--- config.mk ---
export PLATFORM = sky130hd
export DESIGN_NAME = dram_refresh_ctl
export DESIGN_NICKNAME = d
export VERILOG_FILES = /design/src/rtl/dram_refresh_ctl.sv
export SDC_FILE = /design/constraint.sdc
export NUM_CORES = 1
export LEC_CHECK = 0
export ABC_AREA = 0
export ABC_CLOCK_PERIOD_IN_PS = 6600
export BUFFER_PORTS_ARGS = -buffer_cell sky130_fd_sc_hd__buf_4
export CAP_MARGIN = 20
export CORE_UTILIZATION = 65
export DETAILED_ROUTE_END_ITERATION = 8
export PLACE_DENSITY = 0.84
export SYNTH_ARGS = -nofsm -noshare
export SYNTH_HDL_FRONTEND = slang
export SYNTH_SLANG_ARGS = --single-unit
export TNS_END_PERCENT = 50
--- constraint.sdc ---
create_clock -name clk -period 6.6 [get_ports clk]
set_input_delay 0.99 -clock clk [delete_from_list [all_inputs] [get_ports clk]]
set_output_delay 0.99 -clock clk [all_outputs]
set_load 0.1 [all_outputs]
--- src/rtl/dram_refresh_ctl.sv ---
module dram_refresh_ctl #(
  parameter int PAUSE_CYC   = 10000,
  parameter int WAKE_CYCLES = 8,
  parameter int REF_INT     = 780,
  parameter int CAS_LEAD    = 2,
  parameter int RAS_LOW     = 4,
  parameter int PRE_CYC     = 3,
  parameter int MAX_PEND    = 8
) (
  input  logic clk,
  input  logic rst_n,
  input  logic bus_gnt,
  output logic bus_req,
  output logic ref_own,
  output logic ram_ras_n,
  output logic ram_cas_n,
  output logic ready,
  output logic err
);
  localparam int TW = $clog2(PAUSE_CYC + 1);
  localparam int IW = $clog2(REF_INT + 1);
  localparam int PW = $clog2(MAX_PEND + 1);
  localparam int WW = $clog2(WAKE_CYCLES + 1);

  typedef enum logic [2:0] {S_PAUSE, S_IDLE, S_LEAD, S_STROBE, S_PRE, S_GAP} st_t;

  st_t st;
  logic [TW-1:0] tmr;
  logic [IW-1:0] icnt;
  logic [PW-1:0] pend;
  logic [WW-1:0] wake_left;

  wire tmr_done = (tmr == '0);
  wire need     = (wake_left != '0) || (pend != '0);
  wire start    = (st == S_IDLE) && need && bus_gnt;
  wire fin      = (st == S_PRE) && tmr_done;
  wire tick     = ready && (icnt == IW'(REF_INT - 1));
  wire ovf      = tick && (pend == PW'(MAX_PEND));
  wire served   = fin && (wake_left == '0) && (pend != '0);

  assign ref_own   = (st == S_LEAD) || (st == S_STROBE) || (st == S_PRE);
  assign bus_req   = ((st == S_IDLE) && need) || ref_own;
  assign ram_cas_n = !((st == S_LEAD) || (st == S_STROBE));
  assign ram_ras_n = (st != S_STROBE);
  assign ready     = (wake_left == '0);

  always_ff @(posedge clk) begin
    if (!rst_n) begin
      st  <= S_PAUSE;
      tmr <= TW'(PAUSE_CYC - 1);
    end else begin
      case (st)
        S_PAUSE:  if (tmr_done) st <= S_IDLE; else tmr <= tmr - 1'b1;
        S_IDLE:   if (start) begin st <= S_LEAD; tmr <= TW'(CAS_LEAD - 1); end
        S_LEAD:   if (tmr_done) begin st <= S_STROBE; tmr <= TW'(RAS_LOW - 1); end
                  else tmr <= tmr - 1'b1;
        S_STROBE: if (tmr_done) begin st <= S_PRE; tmr <= TW'(PRE_CYC - 1); end
                  else tmr <= tmr - 1'b1;
        S_PRE:    if (tmr_done) st <= S_GAP; else tmr <= tmr - 1'b1;
        default:  st <= S_IDLE;
      endcase
    end
  end

  always_ff @(posedge clk) begin
    if (!rst_n) begin
      wake_left <= WW'(WAKE_CYCLES);
      pend      <= '0;
      icnt      <= '0;
      err       <= 1'b0;
    end else begin
      icnt <= (!ready || tick) ? '0 : icnt + 1'b1;
      if (ovf) begin
        err       <= 1'b1;
        wake_left <= WW'(WAKE_CYCLES);
        pend      <= '0;
      end else begin
        if (fin && wake_left != '0) wake_left <= wake_left - 1'b1;
        if (tick && !served)        pend <= pend + 1'b1;
        else if (!tick && served)   pend <= pend - 1'b1;
      end
    end
  end

  assert_lines_idle_R5: assert property (@(posedge clk) disable iff (!rst_n)
    !ref_own |-> (ram_ras_n && ram_cas_n));
  assert_start_granted_R3: assert property (@(posedge clk) disable iff (!rst_n)
    $rose(ref_own) |-> $past(bus_req && bus_gnt));
  assert_ready_after_cycle_R6: assert property (@(posedge clk) disable iff (!rst_n)
    $rose(ready) |-> $fell(ref_own));
  assert_err_sticky_R9: assert property (@(posedge clk) disable iff (!rst_n)
    err |=> err);
  assert_backlog_bound_R8: assert property (@(posedge clk) disable iff (!rst_n)
    pend <= PW'(MAX_PEND));
  assert_gap_after_cycle_R10: assert property (@(posedge clk) disable iff (!rst_n)
    $fell(ref_own) |-> !bus_req);
  assert_cas_first_R4: assert property (@(posedge clk) disable iff (!rst_n)
    $fell(ram_ras_n) |-> $past(!ram_cas_n));
endmodule

### Word-level counts from Yosys, hierarchy flattened

Cells that the tools add are included.

* output and inout bits: 6
* flip-flop bits (word level): 36

* equal/unequal tests: 13
* bitwise operators: 1
* reductions and logical operators: 31
* $add $sub $neg: 5
* multiplexer cells: 13

Operators by type and width (count)
* 14-bit 2-to-1 mux: 4
* 14-bit case mux with 4 select lines: 1
* 3-bit 2-to-1 mux: 5
* 3-bit case mux with 5 select lines: 1
* 14-bit zero test: 1
* 14-bit by 1-bit subtractor with 14-bit output (second input constant): 1
* 2-bit inequality test (second input constant): 6
* 4-bit nonzero test: 3
* 10-bit by 1-bit adder with 10-bit output (second input constant): 1
* 10-bit equality test (second input constant): 1
* 1-bit logical AND: 10
* 4-bit 2-to-1 mux: 2
* 4-bit by 1-bit subtractor with 4-bit output (second input constant): 2
* 3-bit by 2-bit equality test with 1-bit output (second input constant): 2
* 2-bit OR reduction: 3
* 1-bit logical OR: 5
* 5-bit AND reduction: 1
* 4-bit by 1-bit adder with 4-bit output (second input constant): 1
* 4-bit equality test (second input constant): 1
* 1-bit zero test: 4
* 4-bit zero test: 1
* 3-bit by 1-bit equality test with 1-bit output (second input constant): 1
* 3-bit equality test (second input constant): 1
* 3-bit zero test: 1
* 4 further kinds: 4

### Longest topological paths before layout

Gate-level depths: netlist of the first run.

* depth in word-level cells: 7
* gate-level depth with buffers: 13

### Worst setup path before layout of the first run

OpenSTA, ideal clock, no wires.

* path kind: reg2out
* start point: register wake_left[0]
* end point: output port bus_req
* setup slack: 2217 ps
* path buffers: 0
* data arrival time: 3393 ps
* stages on the path, launching flop included: 7
* data required time: 5610 ps
* cells stage by stage: dfxtp_1 -> inv_1 -> ha_1 -> nor3b_2 -> a21oi_1 -> nor2_1 -> o21ai_0

* word-level cells in the longest chain between the ends: 4

RTL lines
* start: declaration: RTL line 31 `logic [WW-1:0] wake_left;`
* start signal: assignment: RTL line 67 `wake_left <= WW'(WAKE_CYCLES);`
* start signal: assignment: RTL line 75 `wake_left <= WW'(WAKE_CYCLES);`
* start signal: assignment: RTL line 78 `if (fin && wake_left != '0) wake_left <= wake_left - 1'b1;`
* 4-bit nonzero test: RTL line 34 `wire need = (wake_left != '0) || (pend != '0);`
* 1-bit logical OR: RTL line 34
* 1-bit logical AND: RTL line 42 `assign bus_req = ((st == S_IDLE) && need) || ref_own;`
* 1-bit logical OR: RTL line 42
* end: declaration: RTL line 13 `output logic bus_req,`

No other way between the ends.

### Worst setup path in the final report of the first run

* start point: register tmr[0]
* end point: register pend[3]

* word-level cells in the longest chain between the ends: 7
* elaborated cells between the ends (all ways): 9
* classes of those cells: 1 x mux; 8 x reduce/logical

RTL lines
* start: declaration: RTL line 28 `logic [TW-1:0] tmr;`
* start signal: assignment: RTL line 50 `tmr <= TW'(PAUSE_CYC - 1);`
* start signal: assignment: RTL line 56 `else tmr <= tmr - 1'b1;`
* start signal: assignment: RTL line 58 `else tmr <= tmr - 1'b1;`
* 14-bit zero test *: RTL line 33 `wire tmr_done = (tmr == '0);`
* 1-bit logical AND *: RTL line 36 `wire fin = (st == S_PRE) && tmr_done;`
* 1-bit logical AND * (2 in series): RTL line 39 `wire served = fin && (wake_left == '0) && (pend != '0);`
* 1-bit zero test: RTL line 79 `if (tick && !served) pend <= pend + 1'b1;`
* 1-bit logical AND: RTL line 79
* 4-bit 2-to-1 mux or 2-bit nonzero test (tied branches)
* end signal: assignment: RTL line 79
* end signal: assignment: RTL line 80 `else if (!tick && served) pend <= pend - 1'b1;`
* end: declaration: RTL line 30 `logic [PW-1:0] pend;`

Mark *: on every way between the ends. The rest lies on a longest branch, timed or not.
A chain may end at the register's enable or synchronous reset.

==> impl_results.md, run 1 <==
- Status: finished clean
- Stages on worst setup path: 13
- Wire per inst: 14.6 um
- Post-CTS Setup Inserts: 0
- Max-cap violations: 0
- CTS H-tree lvls: 2
- Die Y: 56.4 um
- CP startpoint kind: register
- Syn Inst Count: 223
- Core area: 2780 um^2
- CTS tree: yes
- Clock-pin slew on the worst setup and hold paths: 0.11 ns
- Seq/Total Area, Yosys: 37.5%
- CP peak stage delay: 0.67 ns
- Routed Antenna Nets: 0
- Worst Path Max Fanout: 10
- Area of the die: 3180 um^2
- Inserted Clock Buffers: 5
- Peak VDD IR: 0.174 mV
- GRT overflow: 0
- Power density over the cells: 174 nW/um^2
- CTS root buf: clkbuf_4
- DR vias: 1671
- Cell taking the most area after synthesis: dfxtp_1
- Synth Register Bits: 36
- DRC: 0
- Leakage power: 0.742 nW
- Largest net degree at the start of global routing: 17
- Final setup TNS: 0 ns
- Clk_lat worst skew: 0.35 ns
- First-pass GRT wire length: 6440 um
- Slew @ Worst Pin: 0.554 ns
- Mapped Area: 1920 um^2
- CP endpoint kind: register
- CTS Hold Bufs: 0
- CP max-delay cell: or4b_2
- Area Growth Syn to Fin: 6.77%
- Critical path arrival: 3.72 ns
- Most frequent cell after synthesis: dfxtp_1
- Synth warn: 0
- Ports: 9
- Die W: 56.4 um
- Diode count: 0
- Initial DRT Pass Iterations: 4
- Top delay family on crit path: simple AND/OR/NAND/NOR gates
- Fin nets: 242
- Hold path cells: 1
- Fill count: 220
- Post-synth top cells: dfxtp_1, nor2_1, a21oi_1
- Clock Path Buffers: 2
- Total track usage: 25.9%
- Hold Crit Class: register to register
- Period utilization: 51.9%
- Buf/Inv on CP: 2
- Worst clock skew: 0.0152 ns
- Port Buffers: 8
- Relative slew slack: 62.9%
- WP data required: 6.89 ns
- Top cell type's share of synthesized area: 37.5%
- DP Wirelength: 2730 um
- Yosys cell types: 50
- Avg Inst Size Synth: 8.62 um^2
- # setup viols final: 0
- Setup CP Type: register to register
- Critical path's most frequent cell: ha_1
- Worst Reg2Reg Path Length in Cells: 13
- Count of pins over their slew limit: 0
- EDFF count, synth: 0
- Top post-synthesis cells by area: dfxtp_1, nor2_1, ha_1, xnor2_1, a21oi_1
- RD Place Congestion: 0.883
- RSZ-0062 raised after global routing: no
- Placed cell areas: 1990 um^2
- Clock Sinks: 36
- Vias in the first global route: 1505
- Number of hold violations in the final report: 0
- PostCTS Resize Cnt: 0
- Cell chain of the critical path: inv_1 > ha_1 > or4b_2 > nor4_4 > nand4b_1 > ha_1 > inv_1 > ha_1 > a21o_1 > a21oi_1 > xnor2_1 > or3_1 > a21oi_1
- Wirelength, routed: 3850 um
- Initial DRC Count: 76
- Initial antenna violation count: 0
- Design Area, Final: 2050 um^2
- Syn_nets: 234
- Drt via density: 6.35
- Fmax achieved: 292 MHz
- Post-route minimum period: 3.42 ns
- Row cnt: 19
- Fin Hold WS: 0.453 ns
- Initial Util: 69.1%
- Synth Flop Type: dfxtp_1
- Layout cells sized above 1: 11.6%
- Async set-reset flop share out of synthesis: 0%
[final timing paths]
| path | end | slack, ns | from |
|---|---|---|---|
| max | pend[3] | 3.18 | tmr[0] |
| min reg2reg | icnt[0] | 0.45 | icnt[0] |
| max reg2reg | pend[3] | 3.18 | tmr[0] |
| min | icnt[0] | 0.45 | icnt[0] |
[worst register-to-register path: cells and delay by family, from the launching register on]
kind | cells | cell delay (ns)
simple gates | 4 | 1.57
fa+ha+maj | 3 | 0.63
compound gates | 3 | 0.48
flops | 1 | 0.35
buf+inv | 2 | 0.21
xor+xnor | 1 | 0.10
[cells by family after synthesis]
kind of cell / count (synthesis) / share of synthesized area (%)
mux: 1 / 0.521
simple gates: 94 / 29.0
compound gates: 49 / 16.4
xor+xnor: 16 / 7.29
fa+ha+maj: 8 / 5.60
flops: 36 / 37.5
buf+inv: 19 / 3.77
[sequential cells by signal, indices dropped and copies added (netlist names)]
register,cells
tmr,14
wake_left,4
st,3
icnt,10
pend,4
err,1
[cell usage in the layout (no fill, tap or decap), types with 3 or more instances in the layout]
cell and n:
dfxtp_1 36, nor2_1 27, a21oi_1 14, inv_1 12, nand2_1 10, o21ai_0 10
xnor2_1 10, or4_1 8, or3_1 8, buf_4 8, nand3_1 7, ha_1 7
xor2_1 6, a31oi_1 5, clkbuf_4 5, and2_1 4, a211oi_1 4, nor4_1 3
nand4_1 3
[routing by layer]
metal | GRT usage (%) | up-vias | share of wire [%]
li1 | - | 837 | -
met1 | 33.0 | 793 | 48
met2 | 40.0 | 35 | 46
met3 | 8.29 | 6 | 4.9
met4 | 11.8 | 0 | 1.3
met5 | 0 | - | 0
[report_power, final]
part,leakage [nW],switching [mW],total [mW],internal (mW)
Combinational,0.419,0.00646,0.0106,0.00414
Clock,0.0326,0.0740,0.127,0.0526
Sequential,0.291,0.00157,0.220,0.219
Total,0.742,0.0820,0.357,0.275
[cell type report]
type / count / area [um^2] / share of cell area, %
Sequential cell: 36 / 721 / 35.1
Multi-Input combinational cell: 168 / 1130 / 55.0
Clock buffer: 8 / 58.8 / 2.86
Timing Repair Buffer: 8 / 60.1 / 2.93
Inverter: 12 / 45.0 / 2.19
Tap cell: 31 / 38.8 / 1.89
[through the flow]
| step | instances | utilization [%] | setup WS, ns | power [mW] |
|---|---|---|---|---|
| 3_3_place_gp | 255 | 71.7 | 3.36 | 0.235 |
| 3_5_place_dp | 255 | 71.7 | 3.23 | 0.236 |
| 2_1_floorplan | 223 | - | 2.22 | 0.232 |
| 6_report | 263 | 73.8 | 3.18 | 0.357 |
| 5_1_grt | 263 | 73.8 | 3.00 | 0.369 |
| 4_1_cts | 263 | 73.8 | 3.22 | 0.362 |
Note: power is estimated with default switching activity, not from simulation.
==> inputs of run 2 (changes only) <==
ABC_CLOCK_PERIOD_IN_PS = 3600   (was 6600)
CORE_UTILIZATION = 60   (was 65)
PLACE_DENSITY = 0.78   (was 0.84)
clock period = 3.6 ns   (was 6.6 ns; I/O delays follow)
==> impl_results.md, run 2 (synthesized netlist as in run 1, its figures left out) <==
- Status: finished clean (unchanged)
- Cell chain of the critical path: inv_1 > ha_1 > or4b_2 > nor4_4 > nand4b_1 > ha_1 > inv_1 > ha_1 > a21o_1 > a21oi_1 > xnor2_1 > or3_1 > a21oi_1 (unchanged)
- Clock-pin slew on the worst setup and hold paths: 0.12 ns (was 0.11 ns)
- Number of hold violations in the final report: 0 (unchanged)
- Die W: 58.6 um (was 56.4 um)
- Die Y: 58.6 um (was 56.4 um)
- Critical path arrival: 3.44 ns (was 3.72 ns)
- CTS tree: yes (unchanged)
- Inserted Clock Buffers: 5 (unchanged)
- Max-cap violations: 0 (unchanged)
- WL met1: 1800 um (was 1850 um)
- Period utilization: 87.5% (was 51.9%)
- CTS Hold Bufs: 0 (unchanged)
- PostCTS Resize Cnt: 0 (unchanged)
- Largest register FFs: 14 (unchanged)
- Area Growth Syn to Fin: 7.87% (was 6.77%)
- Initial Util: 63.0% (was 69.1%)
- Routed Antenna Nets: 0 (unchanged)
- CP max-delay cell: or4b_2 (unchanged)
- Ports: 9 (unchanged)
- Initial DRT Pass Iterations: 4 (unchanged)
- Largest net degree at the start of global routing: 17 (unchanged)
- WP data required: 3.90 ns (was 6.89 ns)
- Initial antenna violation count: 0 (unchanged)
- CTS root buf: clkbuf_4 (unchanged)
- Core area: 3050 um^2 (was 2780 um^2)
- Fin nets: 243 (was 242)
- Commonest non-fill, non-tap cell in the layout: dfxtp_1 (unchanged)
- Wire per inst: 13.9 um (was 14.6 um)
- Count of pins over their slew limit: 0 (unchanged)
- RD Place Congestion: 0.830 (was 0.883)
- Slew @ Worst Pin: 0.560 ns (was 0.554 ns)
- Relative slew slack: 62.2% (was 62.9%)
- Drt via density: 5.98 (was 6.35)
- Vias in the first global route: 1535 (was 1505)
- Clock Path Buffers: 2 (unchanged)
- Post-CTS Setup Inserts: 0 (unchanged)
- CTS H-tree lvls: 2 (unchanged)
- DP Wirelength: 2780 um (was 2730 um)
- First-pass GRT wire length: 6630 um (was 6440 um)
- DR vias: 1657 (was 1671)
- Row cnt: 20 (was 19)
- Area of the die: 3440 um^2 (was 3180 um^2)
- Fmax achieved: 318 MHz (was 292 MHz)
- Total track usage: 25.5% (was 25.9%)
- Regs by FF count: tmr x14, icnt x10 (unchanged)
- Initial DRC Count: 137 (was 76)
- Worst Path Max Fanout: 4 (was 10)
- Fin Hold WS: 0.456 ns (was 0.453 ns)
- CP peak stage delay: 0.67 ns (about the same)
- CP startpoint kind: register (unchanged)
- Layout cells sized above 1: 12.9% (was 11.6%)
- Clock Sinks: 36 (unchanged)
- RSZ-0062 raised after global routing: no (unchanged)
- Wirelength, routed: 3850 um (about the same)
- GRT overflow: 0 (unchanged)
- # setup viols final: 0 (unchanged)
- DRC: 0 (unchanged)
- Post-route minimum period: 3.15 ns (was 3.42 ns)
- Setup CP Type: register to register (unchanged)
- CP endpoint kind: register (unchanged)
- Met3 Wirelength: 120 um (was 189 um)
- Critical path's most frequent cell: ha_1 (unchanged)
- Top routing layer in use: met4 (unchanged)
- Hold Crit Class: register to register (unchanged)
- Port Buffers: 8 (unchanged)
- Final setup TNS: 0 ns (unchanged)
- Peak VDD IR: 0.211 mV (was 0.174 mV)
- Power density over the cells: 309 nW/um^2 (was 174 nW/um^2)
- Clk_lat worst skew: 0.35 ns (about the same)
- Largest reg by FF count: tmr (unchanged)
- Diode count: 0 (unchanged)
- Leakage power: 0.751 nW (was 0.742 nW)
- Worst clock skew: 0.0186 ns (was 0.0152 ns)
- DR WL met2: 1850 um (was 1760 um)
- Most frequent cells in the layout: dfxtp_1, nor2_1, a21oi_1 (unchanged)
run 2: changes by cell type in the layout (fill, tap and decap cells not counted), sizes merged:
| cell | delta |
|---|---|
| buf | +1 |
| clkbuf | -3 |
| clkinv | +3 |
run 2: cell type report:
class	count	area (um^2)
clock buffer	5	37.5
clock inverter	3	18.8
fill	278	978
inverter	12	45.0
multi-input combinational	168	1130
sequential	36	721
tap	44	55.1
timing repair buffer	9	67.6
run 2: power by group:
group / internal [mW] / leakage, nW / switching [mW] / total (mW)
registers: 0.401 / 0.291 / 0.00280 / 0.404
clock network: 0.0750 / 0.0349 / 0.142 / 0.217
logic: 0.00764 / 0.425 / 0.0117 / 0.0194
run 2: per-layer routing:
layer  up-vias  GRT usage, %
met2        23          41.9
met5         -             0
met1       790          32.7
met4         0          10.5
li1        835             -
met3         9          5.27
run 2: critical path: cells and delay by family, from the launching register on:
family                   cells  cell delay (ns)
AO/OA/AOI/OAI                3             0.48
XOR/XNOR                     1             0.10
adder cells (fa/ha/maj)      3             0.64
buffers and inverters        2             0.22
flip-flops                   1             0.35
AND/OR/NAND/NOR              4             1.31
run 2: path summary, 6_finish.rpt:
path	start	end	slack, ns	cells after the start
setup / recovery	tmr[0]	pend[3]	0.45	13
hold / removal	icnt[0]	icnt[0]	0.46	1
setup reg to reg	tmr[0]	pend[3]	0.45	13
hold reg to reg	icnt[0]	icnt[0]	0.46	1
run 2: stage by stage:
step	util [%]	instance area (um^2)	power, mW	cells	setup slack [ns]
5_1_grt	68.0	2070	0.666	277	0.251
3_3_place_gp	66.1	2020	0.431	269	0.599
4_1_cts	68.0	2070	0.644	277	0.469
3_5_place_dp	66.1	2020	0.432	269	0.474
6_report	68.0	2070	0.640	277	0.452
2_1_floorplan	-	1920	0.425	223	-0.148
